--- config.mk ---
export PLATFORM = sky130hd
export DESIGN_NAME = spi_regfile_irq
export DESIGN_NICKNAME = d
export VERILOG_FILES = /design/src/rtl/spireg_pkg.sv /design/src/rtl/byte_fifo.sv /design/src/rtl/cfg_bank.sv /design/src/rtl/irq_unit.sv /design/src/rtl/spi_regfile_irq.sv
export SDC_FILE = /design/constraint.sdc
export NUM_CORES = 2
export LEC_CHECK = 0
export BUFFER_PORTS_ARGS = -buffer_cell sky130_fd_sc_hd__buf_2
export CORE_MARGIN = 5
export CORE_UTILIZATION = 56
export DETAILED_ROUTE_END_ITERATION = 6
export GPL_TIMING_DRIVEN = 0
export PLACE_DENSITY = 0.82
export SLEW_MARGIN = 10
export SYNTH_ARGS = -nofsm -noshare
export SYNTH_HDL_FRONTEND = slang
export SYNTH_SLANG_ARGS = --single-unit
export TNS_END_PERCENT = 50
--- constraint.sdc ---
create_clock -name clk -period 3.68 [get_ports clk]
set_input_delay 0.736 -clock clk [delete_from_list [all_inputs] [get_ports clk]]
set_output_delay 0.736 -clock clk [all_outputs]
set_load 0.02 [all_outputs]
--- src/rtl/spireg_pkg.sv ---
package spireg_pkg;
  localparam int REG_W = 32;
  localparam int IRQ_W = 7;

  // word indices (byte address >> 2)
  localparam int IX_CFG   = 0;
  localparam int IX_STAT  = 1;
  localparam int IX_MSET  = 2;
  localparam int IX_MCLR  = 3;
  localparam int IX_MASK  = 4;
  localparam int IX_EN    = 5;
  localparam int IX_DLY   = 6;
  localparam int IX_TXD   = 7;
  localparam int IX_RXD   = 8;
  localparam int IX_IDLE  = 9;
  localparam int IX_WMARK = 10;

  // interrupt word bit positions
  localparam int B_RXOVF  = 0;
  localparam int B_FAULT  = 1;
  localparam int B_TXLOW  = 2;
  localparam int B_TXFULL = 3;
  localparam int B_RXNE   = 4;
  localparam int B_RXFULL = 5;
  localparam int B_TXUNF  = 6;

  localparam logic [IRQ_W-1:0] STICKY_BITS = 7'b100_0011;

  typedef struct packed {
    logic cfg;
    logic stat;
    logic mset;
    logic mclr;
    logic en;
    logic dly;
    logic txd;
    logic idle;
    logic wmark;
  } wr_strobe_t;
endpackage

--- src/rtl/byte_fifo.sv ---
module byte_fifo #(
  parameter int DEPTH = 128,
  parameter int W     = 8
) (
  input  logic                       clk,
  input  logic                       rst_n,
  input  logic                       push,
  input  logic [W-1:0]               din,
  input  logic                       pop,
  output logic [W-1:0]               dout,
  output logic [$clog2(DEPTH+1)-1:0] count,
  output logic                       full,
  output logic                       empty
);
  localparam int PTR_W = (DEPTH > 1) ? $clog2(DEPTH) : 1;
  localparam int CNT_W = $clog2(DEPTH + 1);
  localparam logic [PTR_W-1:0] LAST = PTR_W'(DEPTH - 1);

  logic [W-1:0]     mem [DEPTH];
  logic [PTR_W-1:0] wp, rp;
  logic [CNT_W-1:0] cnt;
  logic             do_push, do_pop;

  assign full    = (cnt == CNT_W'(DEPTH));
  assign empty   = (cnt == '0);
  assign do_push = push && !full;
  assign do_pop  = pop && !empty;
  assign dout    = mem[rp];
  assign count   = cnt;

  always_ff @(posedge clk) begin
    if (do_push) mem[wp] <= din;
  end

  always_ff @(posedge clk or negedge rst_n) begin
    if (!rst_n) begin
      wp  <= '0;
      rp  <= '0;
      cnt <= '0;
    end else begin
      if (do_push) wp <= (wp == LAST) ? '0 : wp + 1'b1;
      if (do_pop)  rp <= (rp == LAST) ? '0 : rp + 1'b1;
      case ({do_push, do_pop})
        2'b10:   cnt <= cnt + 1'b1;
        2'b01:   cnt <= cnt - 1'b1;
        default: cnt <= cnt;
      endcase
    end
  end

  AST_FIFO_BOUND: assert property (@(posedge clk) disable iff (!rst_n) cnt <= CNT_W'(DEPTH)) else $error("fifo count beyond depth");
  AST_FIFO_FULL_DROP: assert property (@(posedge clk) disable iff (!rst_n) (push && full && !pop) |=> $stable(cnt)) else $error("push accepted while full");
  AST_FIFO_EMPTY_POP: assert property (@(posedge clk) disable iff (!rst_n) (pop && empty && !push) |=> empty) else $error("pop on empty moved state");
endmodule

--- src/rtl/cfg_bank.sv ---
module cfg_bank
  import spireg_pkg::*;
#(
  parameter int IDLE_W   = 8,
  parameter int WM_W     = 8,
  parameter int WM_RESET = 1
) (
  input  logic              clk,
  input  logic              rst_n,
  input  wr_strobe_t        wr,
  input  logic [REG_W-1:0]  wdata,
  output logic [REG_W-1:0]  cfg_q,
  output logic              en_q,
  output logic [REG_W-1:0]  dly_q,
  output logic [IDLE_W-1:0] idle_q,
  output logic [WM_W-1:0]   wmark_q
);
  always_ff @(posedge clk or negedge rst_n) begin
    if (!rst_n) begin
      cfg_q   <= '0;
      en_q    <= 1'b0;
      dly_q   <= '0;
      idle_q  <= '0;
      wmark_q <= WM_W'(WM_RESET);
    end else begin
      if (wr.cfg)   cfg_q   <= wdata;
      if (wr.en)    en_q    <= wdata[0];
      if (wr.dly)   dly_q   <= wdata;
      if (wr.idle)  idle_q  <= wdata[IDLE_W-1:0];
      if (wr.wmark) wmark_q <= wdata[WM_W-1:0];
    end
  end

  AST_WMARK_HOLD: assert property (@(posedge clk) disable iff (!rst_n) !wr.wmark |=> $stable(wmark_q)) else $error("watermark changed without write");
  AST_CFG_LOAD: assert property (@(posedge clk) disable iff (!rst_n) wr.cfg |=> cfg_q == $past(wdata)) else $error("config write lost");
endmodule

--- src/rtl/irq_unit.sv ---
module irq_unit
  import spireg_pkg::*;
#(
  parameter int               N      = IRQ_W,
  parameter logic [N-1:0]     STICKY = STICKY_BITS
) (
  input  logic         clk,
  input  logic         rst_n,
  input  logic         set_we,
  input  logic         clr_we,
  input  logic         stat_we,
  input  logic [N-1:0] wdata,
  input  logic [N-1:0] ev_vec,
  input  logic [N-1:0] lvl_vec,
  output logic [N-1:0] status,
  output logic [N-1:0] mask,
  output logic         irq
);
  logic unused_bits;
  assign unused_bits = ^(ev_vec & ~STICKY) ^ ^(lvl_vec & STICKY);

  for (genvar i = 0; i < N; i++) begin : g_bit
    if (STICKY[i]) begin : g_sticky
      logic st;
      always_ff @(posedge clk or negedge rst_n) begin
        if (!rst_n) st <= 1'b0;
        else        st <= (st & ~(stat_we & wdata[i])) | ev_vec[i];
      end
      assign status[i] = st;
      AST_STICKY_SET: assert property (@(posedge clk) disable iff (!rst_n) ev_vec[i] |=> status[i]) else $error("sticky event lost");
    end else begin : g_level
      assign status[i] = lvl_vec[i];
    end
  end

  always_ff @(posedge clk or negedge rst_n) begin
    if (!rst_n) mask <= '0;
    else        mask <= (mask | (set_we ? wdata : '0)) & ~(clr_we ? wdata : '0);
  end

  assign irq = |(status & mask);

  AST_MASK_SET: assert property (@(posedge clk) disable iff (!rst_n) set_we |=> (mask & $past(wdata)) == $past(wdata)) else $error("mask set failed");
  AST_MASK_CLR: assert property (@(posedge clk) disable iff (!rst_n) clr_we |=> (mask & $past(wdata)) == '0) else $error("mask clear failed");
  AST_IRQ_QUIET: assert property (@(posedge clk) disable iff (!rst_n) (mask == '0) |-> !irq) else $error("irq with empty mask");
endmodule

--- src/rtl/spi_regfile_irq.sv ---
module spi_regfile_irq
  import spireg_pkg::*;
#(
  parameter int FIFO_DEPTH = 128,
  parameter int ADDR_W     = 6,
  parameter int IDLE_W     = 8
) (
  input  logic              clk,
  input  logic              rst_n,
  input  logic              bus_wr,
  input  logic              bus_rd,
  input  logic [ADDR_W-1:0] bus_addr,
  input  logic [31:0]       bus_wdata,
  output logic [31:0]       bus_rdata,
  output logic              tx_valid,
  input  logic              tx_ready,
  output logic [7:0]        tx_data,
  input  logic              rx_valid,
  output logic              rx_ready,
  input  logic [7:0]        rx_data,
  input  logic              fault_in,
  output logic [31:0]       cfg_word,
  output logic              spi_en,
  output logic [31:0]       delay_word,
  output logic [IDLE_W-1:0] idle_count,
  output logic              irq
);
  localparam int IDX_W = ADDR_W - 2;
  localparam int CNT_W = $clog2(FIFO_DEPTH + 1);

  logic [IDX_W-1:0] idx;
  logic             unused_addr;
  assign idx         = bus_addr[ADDR_W-1:2];
  assign unused_addr = ^bus_addr[1:0];

  function automatic logic hit(input logic [IDX_W-1:0] a, input int k);
    return a == IDX_W'(k);
  endfunction

  wr_strobe_t wr;
  always_comb begin
    wr.cfg   = bus_wr && hit(idx, IX_CFG);
    wr.stat  = bus_wr && hit(idx, IX_STAT);
    wr.mset  = bus_wr && hit(idx, IX_MSET);
    wr.mclr  = bus_wr && hit(idx, IX_MCLR);
    wr.en    = bus_wr && hit(idx, IX_EN);
    wr.dly   = bus_wr && hit(idx, IX_DLY);
    wr.txd   = bus_wr && hit(idx, IX_TXD);
    wr.idle  = bus_wr && hit(idx, IX_IDLE);
    wr.wmark = bus_wr && hit(idx, IX_WMARK);
  end

  // configuration registers
  logic [CNT_W-1:0] wmark_q;
  cfg_bank #(.IDLE_W(IDLE_W), .WM_W(CNT_W), .WM_RESET(1)) u_cfg (
    .clk(clk), .rst_n(rst_n), .wr(wr), .wdata(bus_wdata),
    .cfg_q(cfg_word), .en_q(spi_en), .dly_q(delay_word),
    .idle_q(idle_count), .wmark_q(wmark_q)
  );

  // transmit path
  logic [CNT_W-1:0] tx_count;
  logic             tx_full, tx_empty;
  byte_fifo #(.DEPTH(FIFO_DEPTH), .W(8)) u_txq (
    .clk(clk), .rst_n(rst_n),
    .push(wr.txd), .din(bus_wdata[7:0]),
    .pop(tx_ready), .dout(tx_data),
    .count(tx_count), .full(tx_full), .empty(tx_empty)
  );
  assign tx_valid = !tx_empty;

  // receive path
  logic [CNT_W-1:0] unused_rx_count;
  logic             rx_full, rx_empty, rx_pop;
  logic [7:0]       rx_head;
  assign rx_pop = bus_rd && hit(idx, IX_RXD);
  byte_fifo #(.DEPTH(FIFO_DEPTH), .W(8)) u_rxq (
    .clk(clk), .rst_n(rst_n),
    .push(rx_valid), .din(rx_data),
    .pop(rx_pop), .dout(rx_head),
    .count(unused_rx_count), .full(rx_full), .empty(rx_empty)
  );
  assign rx_ready = !rx_full;

  // interrupt word
  logic [IRQ_W-1:0] ev_vec, lvl_vec, irq_status, irq_mask;
  always_comb begin
    ev_vec           = '0;
    ev_vec[B_RXOVF]  = rx_valid && rx_full;
    ev_vec[B_FAULT]  = fault_in;
    ev_vec[B_TXUNF]  = tx_ready && tx_empty;
    lvl_vec           = '0;
    lvl_vec[B_TXLOW]  = tx_count < wmark_q;
    lvl_vec[B_TXFULL] = tx_full;
    lvl_vec[B_RXNE]   = !rx_empty;
    lvl_vec[B_RXFULL] = rx_full;
  end

  irq_unit #(.N(IRQ_W), .STICKY(STICKY_BITS)) u_irq (
    .clk(clk), .rst_n(rst_n),
    .set_we(wr.mset), .clr_we(wr.mclr), .stat_we(wr.stat),
    .wdata(bus_wdata[IRQ_W-1:0]),
    .ev_vec(ev_vec), .lvl_vec(lvl_vec),
    .status(irq_status), .mask(irq_mask), .irq(irq)
  );

  // read mux and registered read data
  logic [31:0] rd_val;
  always_comb begin
    rd_val = '0;
    if      (hit(idx, IX_CFG))   rd_val = cfg_word;
    else if (hit(idx, IX_STAT))  rd_val = 32'(irq_status);
    else if (hit(idx, IX_MASK))  rd_val = 32'(irq_mask);
    else if (hit(idx, IX_EN))    rd_val = {31'b0, spi_en};
    else if (hit(idx, IX_DLY))   rd_val = delay_word;
    else if (hit(idx, IX_RXD))   rd_val = rx_empty ? '0 : {24'b0, rx_head};
    else if (hit(idx, IX_IDLE))  rd_val = 32'(idle_count);
    else if (hit(idx, IX_WMARK)) rd_val = 32'(wmark_q);
  end

  always_ff @(posedge clk or negedge rst_n) begin
    if (!rst_n)      bus_rdata <= '0;
    else if (bus_rd) bus_rdata <= rd_val;
  end

  AST_RX_EMPTY_READ: assert property (@(posedge clk) disable iff (!rst_n) (rx_pop && rx_empty) |=> bus_rdata == '0) else $error("empty RX read not zero");
  AST_OVF_SEEN: assert property (@(posedge clk) disable iff (!rst_n) (rx_valid && !rx_ready) |=> irq_status[B_RXOVF]) else $error("overflow not flagged");
  AST_TX_HOLD: assert property (@(posedge clk) disable iff (!rst_n) (tx_valid && !tx_ready) |=> tx_valid && $stable(tx_data)) else $error("tx byte moved while stalled");
  AST_UNF_SEEN: assert property (@(posedge clk) disable iff (!rst_n) (tx_ready && !tx_valid) |=> irq_status[B_TXUNF]) else $error("underflow not flagged");
endmodule

# Word-level counts from Yosys, hierarchy flattened
# Memory sizes are Yosys's and may differ from the RTL's.
# Cells that the tools add are included.
# Widths: inputs -> output; s select.
word_totals:
  memories: 2
  out_inout_bits: 116
  regBits: 167
  mem_bits_rw: 2048
  word_cells: 110
classes:
  n_eq_ne: 20
  mux: 21
  magnitude_cmp: 1
  n_reduce_logical: 26
  add_sub_neg: 8
  n_bitwise: 16
mem_list:
  columns: ["name", "words", "width", "read_ports", "rd_clocked_by_memory_dff", "write_ports", "line_no", "rtl"]
  rows:
  - ["u_rxq.mem", 128, 8, 1, 0, 1, "byte_fifo.sv:19", "logic [W-1:0] mem [DEPTH];"]
  - ["u_txq.mem", 128, 8, 1, 0, 1, "byte_fifo.sv:19", null]
ops:
  columns: ["op", "n"]
  rows:
  - ["$mux 32", 5]
  - ["$mux 7", 6]
  - ["$mux 8", 4]
  - ["$pmux 8 s2", 2]
  - ["$add 7x1->7 const B", 4]
  - ["$eq 7x7->1 const B", 4]
  - ["$add 8x1->8 const B", 2]
  - ["$eq 4x3->1 const B", 4]
  - ["$eq 8x8->1 const B", 2]
  - ["$logic_and 1x1->1", 16]
  - ["$logic_not 8->1", 2]
  - ["$sub 8x1->8 const B", 2]
  - ["$and 7x7->7", 2]
  - ["$eq 4x4->1 const B", 3]
  - ["$eq 4x2->1 const B", 2]
  - ["$lt 8x8->1", 1]
  - ["$not 7->7", 1]
  - ["$or 7x7->7", 1]
  - ["$reduce_or 7->1", 1]
  - ["$and 1x1->1", 6]
  - ["$eq 2x1->1 const B", 2]
  - ["$eq 2x2->1 const B", 2]
  - ["$eq 4x1->1 const B", 1]
  - ["$logic_not 1->1", 4]
  - ["5 further kinds", 13]

# Longest topological paths before layout
depth:
  ltp_word: 9
  mapped_depth: 15
  ltp_nobuf: 14

# Hierarchy
# From an unflattened synthesis, not the netlist that was laid out.
hier_totals:
  hier_cells: 4664
  hier_area_um2: 88595.0
modules_own_cells:
  columns: ["mod", "instances", "cells_each", "area_each_um2"]
  rows:
  - ["byte_fifo (u_txq)", 1, 2084, 41511.1]
  - ["byte_fifo (u_rxq)", 1, 2072, 40991.8]
  - ["cfg_bank", 1, 172, 3318.2]
  - ["spi_regfile_irq", 1, 295, 2337.2]
  - ["irq_unit", 1, 41, 436.7]

# Least setup slack after synthesis
# No wires, ideal clock.
synth_path:
  path_kind: "register to register"
  from: "reg u_txq.cnt[2], in the netlist u_txq.count[2]"
  to: "reg u_txq.cnt[7], in the netlist u_txq.count[7]"
  setup_slack_ns: -0.192
  path_stages_with_launch: 14
  synth_period_minus_slack_ns: 3.872
  n_path_buf: 0
  arrival_time_ns: 3.792
  cell_sequence: "dfrtp_1 or4_1 or4b_2 nand2_1 inv_1 ha_1 ha_1 a21o_1 a21oi_1 nor2b_1 o21a_1 o41ai_1 mux2i_1 xnor2_1"
synth_between:
  elab_chain_cells: 5
  word_cells_on_any_way: 12
  cone_classes: "add/sub: 2; eq/ne: 3; mux: 1; reduce/logical: 6"
synth_rtl:
  columns: ["element", "line_no", "rtl"]
  rows:
  - ["from (decl)", "byte_fifo.sv:21", "logic [CNT_W-1:0] cnt;"]
  - ["from (signal assigned)", "byte_fifo.sv:44", "2'b10: cnt <= cnt + 1'b1;"]
  - ["from (signal assigned)", "byte_fifo.sv:45", "2'b01: cnt <= cnt - 1'b1;"]
  - ["from (signal assigned)", "byte_fifo.sv:46", "default: cnt <= cnt;"]
  - ["$logic_not 8->1 (*)", "byte_fifo.sv:25", "assign empty = (cnt == '0);"]
  - ["$logic_not 1->1 (*)", null, null]
  - ["via tx_valid", "spi_regfile_irq.sv:15", "output logic tx_valid,"]
  - ["$logic_and 1x1->1 (*)", "byte_fifo.sv:27", "assign do_pop = pop && !empty;"]
  - ["via u_txq.do_pop", "byte_fifo.sv:22", "logic do_push, do_pop;"]
  - ["$eq 2x1->1 or $eq 2x2->1 (tied branches)", "byte_fifo.sv:43", "case ({do_push, do_pop})"]
  - ["$pmux 8 s2 or $reduce_bool 2->1 (tied branches)", null, null]
# Mark *: on every way through the listed nets, which the timed path passes. The rest lies on a longest branch.
# A chain may end at the register's enable or synchronous reset.

# Final worst setup path
layout_path:
  from: "reg u_txq.rp[0]"
  to: "out tx_data[6]"
layout_between:
  elab_chain_cells: 1
layout_rtl:
  columns: ["element", "line_no", "rtl"]
  rows:
  - ["from (decl)", "byte_fifo.sv:20", "logic [PTR_W-1:0] wp, rp;"]
  - ["from (signal assigned)", "byte_fifo.sv:42", "if (do_pop) rp <= (rp == LAST) ? '0 : rp + 1'b1;"]
  - ["$mem_v2 128x8", null, null]
  - ["to (decl)", "spi_regfile_irq.sv:17", "output logic [7:0] tx_data,"]
# No other way between the ends.

==> key figures <==
Outcome
  • Status: finished, violations left
  • Failing checks: design-rule violations, negative setup slack

Global routing
  • GRT Total Usage: 0.334
  • Vias in the first global route: ~50000
  • Largest net degree at the start of global routing: 92
  • Global-route wire length before repair: approximately 380000 microns
  • Antenna violations before repair: 10
  • Total gr overflow: 0

Route
  • DR WL/cell: slightly above 40 microns
  • Final WL: 280000 microns
  • 1st-pass router iterations: 7
  • Initial DRC count: 10095
  • Routed Antenna Nets: 0
  • DRC Markers: 30
  • Vias: 51607
  • Via-to-Cell Ratio: 7.40

Placed design
  • Routability congestion estimate: 1.05
  • Placed wire-length estimate: 161000 microns
  • DP Cell Count: 6556
  • IO buf count: 166
  • Cell area after placement: ~0.091 sq mm

Synth
  • Commonest cells in the netlist: 2048 x edfxtp_1, 520 x mux4_2, 366 x nor2_1
  • Ys Warns: 0
  • Synth cell types: 69
  • Count leader, synth: edfxtp_1
  • Post-synth EDFFs: 2048
  • Yosys top cell area share: 0.705
  • Mean Syn Cell Area: 20.2 sq um
  • Asr flop ratio synth: 0.0754
  • Ys flop type: edfxtp_1
  • Yosys reg bits: 2215
  • Top cells by area, synth: edfxtp_1 70%, mux4_2 13%, dfrtp_1 4.8%
  • Post-Syn Nets: 4407
  • Mapped Cells: 4327
  • Register area share after synthesis: 0.752
  • Syn Std Cell Area: 0.0873 sq mm
  • Largest area contributor in the netlist: edfxtp_1

Setup path
  • Crit path kind: register to primary output
  • Critical path's top delay family: multiplexers
  • R2R Path End: bus_rdata[2]
  • Crit. End Element: primary output
  • FF-to-FF Start: u_rxq.rp[3]
  • Most used cell, CP: mux4_2
  • CP Data Required Time: 2940 ps
  • WP buf/inv: 4
  • Slowest cell on crit path: mux4_2
  • CP startpoint kind: register
  • Critical Path AT: 4050 ps
  • Crit-path cells: clkbuf_16 -> buf_6 -> buf_16 -> mux4_2 -> mux4_2 -> mux2i_4 -> o22ai_1 -> a221o_1 -> buf_2
  • Max incr delay on CP: 600 ps
  • CP Max Fanout: 5
  • R2R depth: 9
  • R2r setup slk: -220 ps

Power
  • Lkg Pwr: 32.4 nW
  • PD cells: 719 mW/mm^2
  • VDD IR max: 612 uV
  • Overall power: 71.8 mW

Clock network
  • Clock Sinks: 2215
  • Root buffer selected by CTS: clkbuf_16
  • Htree depth: 4
  • Max clock buf depth: 3
  • CTS tree: done
  • Clk Latency, worst-skew pair: 870 ps
  • Clk slew on worst S/H paths: roughly 70 ps
  • Num CTS Buffers: 201

Die
  • Initial Utilization: 0.565
  • Ports: 169
  • Die ar.: between 0.15 and 0.2 sq mm
  • Core Area: 0.155 sq mm
  • Die Wd: 405 microns
  • Row count: between 100 and 150
  • Die H: about 400 microns

STA
  • Setup tns final: -14780 ps
  • Fin crit share: 1.30
  • Fin Hold WS: about 73 ps
  • RSZ-0062 raised after global routing: yes
  • Final worst slack: -1110 ps
  • Final setup violation count: 159
  • F_max: 209 MHz
  • Final Slew Violations: 0
  • Slew @ Worst Pin: 1310 ps
  • Final Hold Viols: 0
  • Clock Skew: between 30 and 40 ps
  • Rel. slew slack: 0.121
  • Fin crit period: ~4800 ps

Min path
  • Cells on Worst Hold Path: 2
  • Hold_sp: fault_in
  • HP Class: input pin to register
  • WHS Endpoint: u_irq.g_bit[1].g_sticky.st

Finish
  • Area Growth Syn to Fin: 14.4%
  • Non-filler instance count after layout: ~7000
  • Layout cells sized above 1: 0.286
  • Final instance area: 0.0998 sq mm
  • Fin nets: between 4000 and 5000

Run
  • Max cap viols: 0
## per-layer routing
layer  part of all wire  up-vias  track usage
met1               0.30    25657        0.396
met5            0.00062        -      0.00643
li1                   -    18638            -
met4              0.092        8        0.240
met3               0.15     1500        0.118
met2               0.46     5804        0.512
## per-stage QoR
stage | utilization | worst slack [ps]
after floorplan | - | 59.8
after detailed placement | 0.590 | -1370
after global routing | 0.646 | -1050
after global placement | 0.587 | -1320
final | 0.646 | -1110
after CTS | 0.642 | -898
## worst max-delay path by stage
| stage | startpoint | to | slack, ps | cells past startpoint |
|---|---|---|---|---|
| floorplan | u_txq.count[2] | u_txq.count[7] | 60 | 13 |
| global placement | u_txq.rp[1] | tx_data[6] | -1320 | 9 |
| detailed placement | u_txq.rp[1] | tx_data[6] | -1370 | 9 |
| CTS | u_txq.rp[0] | tx_data[7] | -900 | 8 |
| global route | u_txq.rp[0] | tx_data[6] | -1050 | 9 |
| finish | u_txq.rp[0] | tx_data[6] | -1110 | 9 |
## flip-flops by register name (all words and copies together) (netlist names)
register and flops:
bus_rdata 32, u_cfg.cfg_q 32, u_cfg.dly_q 32, u_cfg.en_q 1, u_cfg.idle_q 8, u_cfg.wmark_q 8
u_irq.g_bit.g_sticky.st 3, u_irq.mask 7, u_rxq.count 8, u_rxq.mem 1024, u_rxq.rp 7, u_rxq.wp 7
u_txq.count 8, u_txq.mem 1024, u_txq.rp 7, u_txq.wp 7
## power breakdown
| group | total [mW] | switching, mW | leakage, nW | internal (mW) |
|---|---|---|---|---|
| sequential | 28.7 | 0.577 | 20.5 | 28.1 |
| clock | 21.6 | 9.70 | 3.24 | 11.9 |
| combinational | 21.5 | 13.1 | 8.71 | 8.45 |
| total | 71.8 | 23.4 | 32.4 | 48.5 |
## cells in the final DEF (no fill, tap or decap), types with 14 or more instances in the layout
cell type  Yosys  final
a211oi_1      16     15
a21oi_1       64     60
a221o_1       16     16
a221oi_1      52     49
a22oi_1       47     47
buf_12         0     19
buf_16         0     31
buf_2         43    151
buf_4         21     65
buf_6         20     39
bufinv_16      0     24
clkbuf_1     125     93
clkbuf_16      0    208
clkbuf_2       1     34
clkbuf_8       0     16
clkinv_1       1     52
clkinv_2       0     42
dfrtp_1      166    163
edfxtp_1    2048   2048
ha_1          25     22
inv_1         28     25
mux2_2       101     96
mux2i_1      152    138
mux4_2       520    520
nand2_1      130    129
nand2b_1      16     16
nand3_1       33     33
nand4_1       19     19
nor2_1       366    319
nor2_2         0     42
nor2b_1       32     32
nor3_1        21     14
o21ai_0       60     56
o22ai_1       31     29
xnor2_1       21     21
## worst reg2reg max path, cell delays in order, from the launching register on
cell and delay, ps:
dfrtp_1 330, clkbuf_1 370, clkbuf_4 450, buf_4 420, clkdlybuf4s15_1 830, o221ai_1 350
o21ai_0 360, a21oi_1 220, nor3_1 300, a221oi_1 130
## area by class of cell
| class | instances | area (sq um) |
|---|---|---|
| sequential | 2215 | 65700 |
| fill | 9359 | 54700 |
| multi-input combinational | 1845 | 20900 |
| clock buffer | 234 | 5220 |
| tap | 2044 | 2560 |
| buffer | 232 | 2040 |
| timing repair buffer | 221 | 1890 |
| clock inverter | 141 | 1400 |
| inverter | 30 | 116 |
| antenna | 8 | 20.0 |
## logic make-up (layout without fill, tap and decap cells)
group / count (synthesis) / in the layout / synth area share
flops: 2215 / 2215 / 0.752
mux: 773 / 773 / 0.165
simple gates: 663 / 663 / 0.0329
compound gates: 353 / 353 / 0.0282
buf+inv: 267 / 858 / 0.0147
xor+xnor: 29 / 29 / 0.00291
fa+ha+maj: 27 / 27 / 0.00404
other cells: 0 / 8 / 0
## what timing repair did
item / CTS / global route
endpoints found under the setup margin: 1293 / 681
gates resized for setup: 338 / 113
endpoints found under the hold margin: 79 / 0
pin swaps: 4 / 14
hold buffers: 1 / 0
gates cloned: 6 / 4
setup buffers: 13 / 13
(Power assumes the default switching activity.)
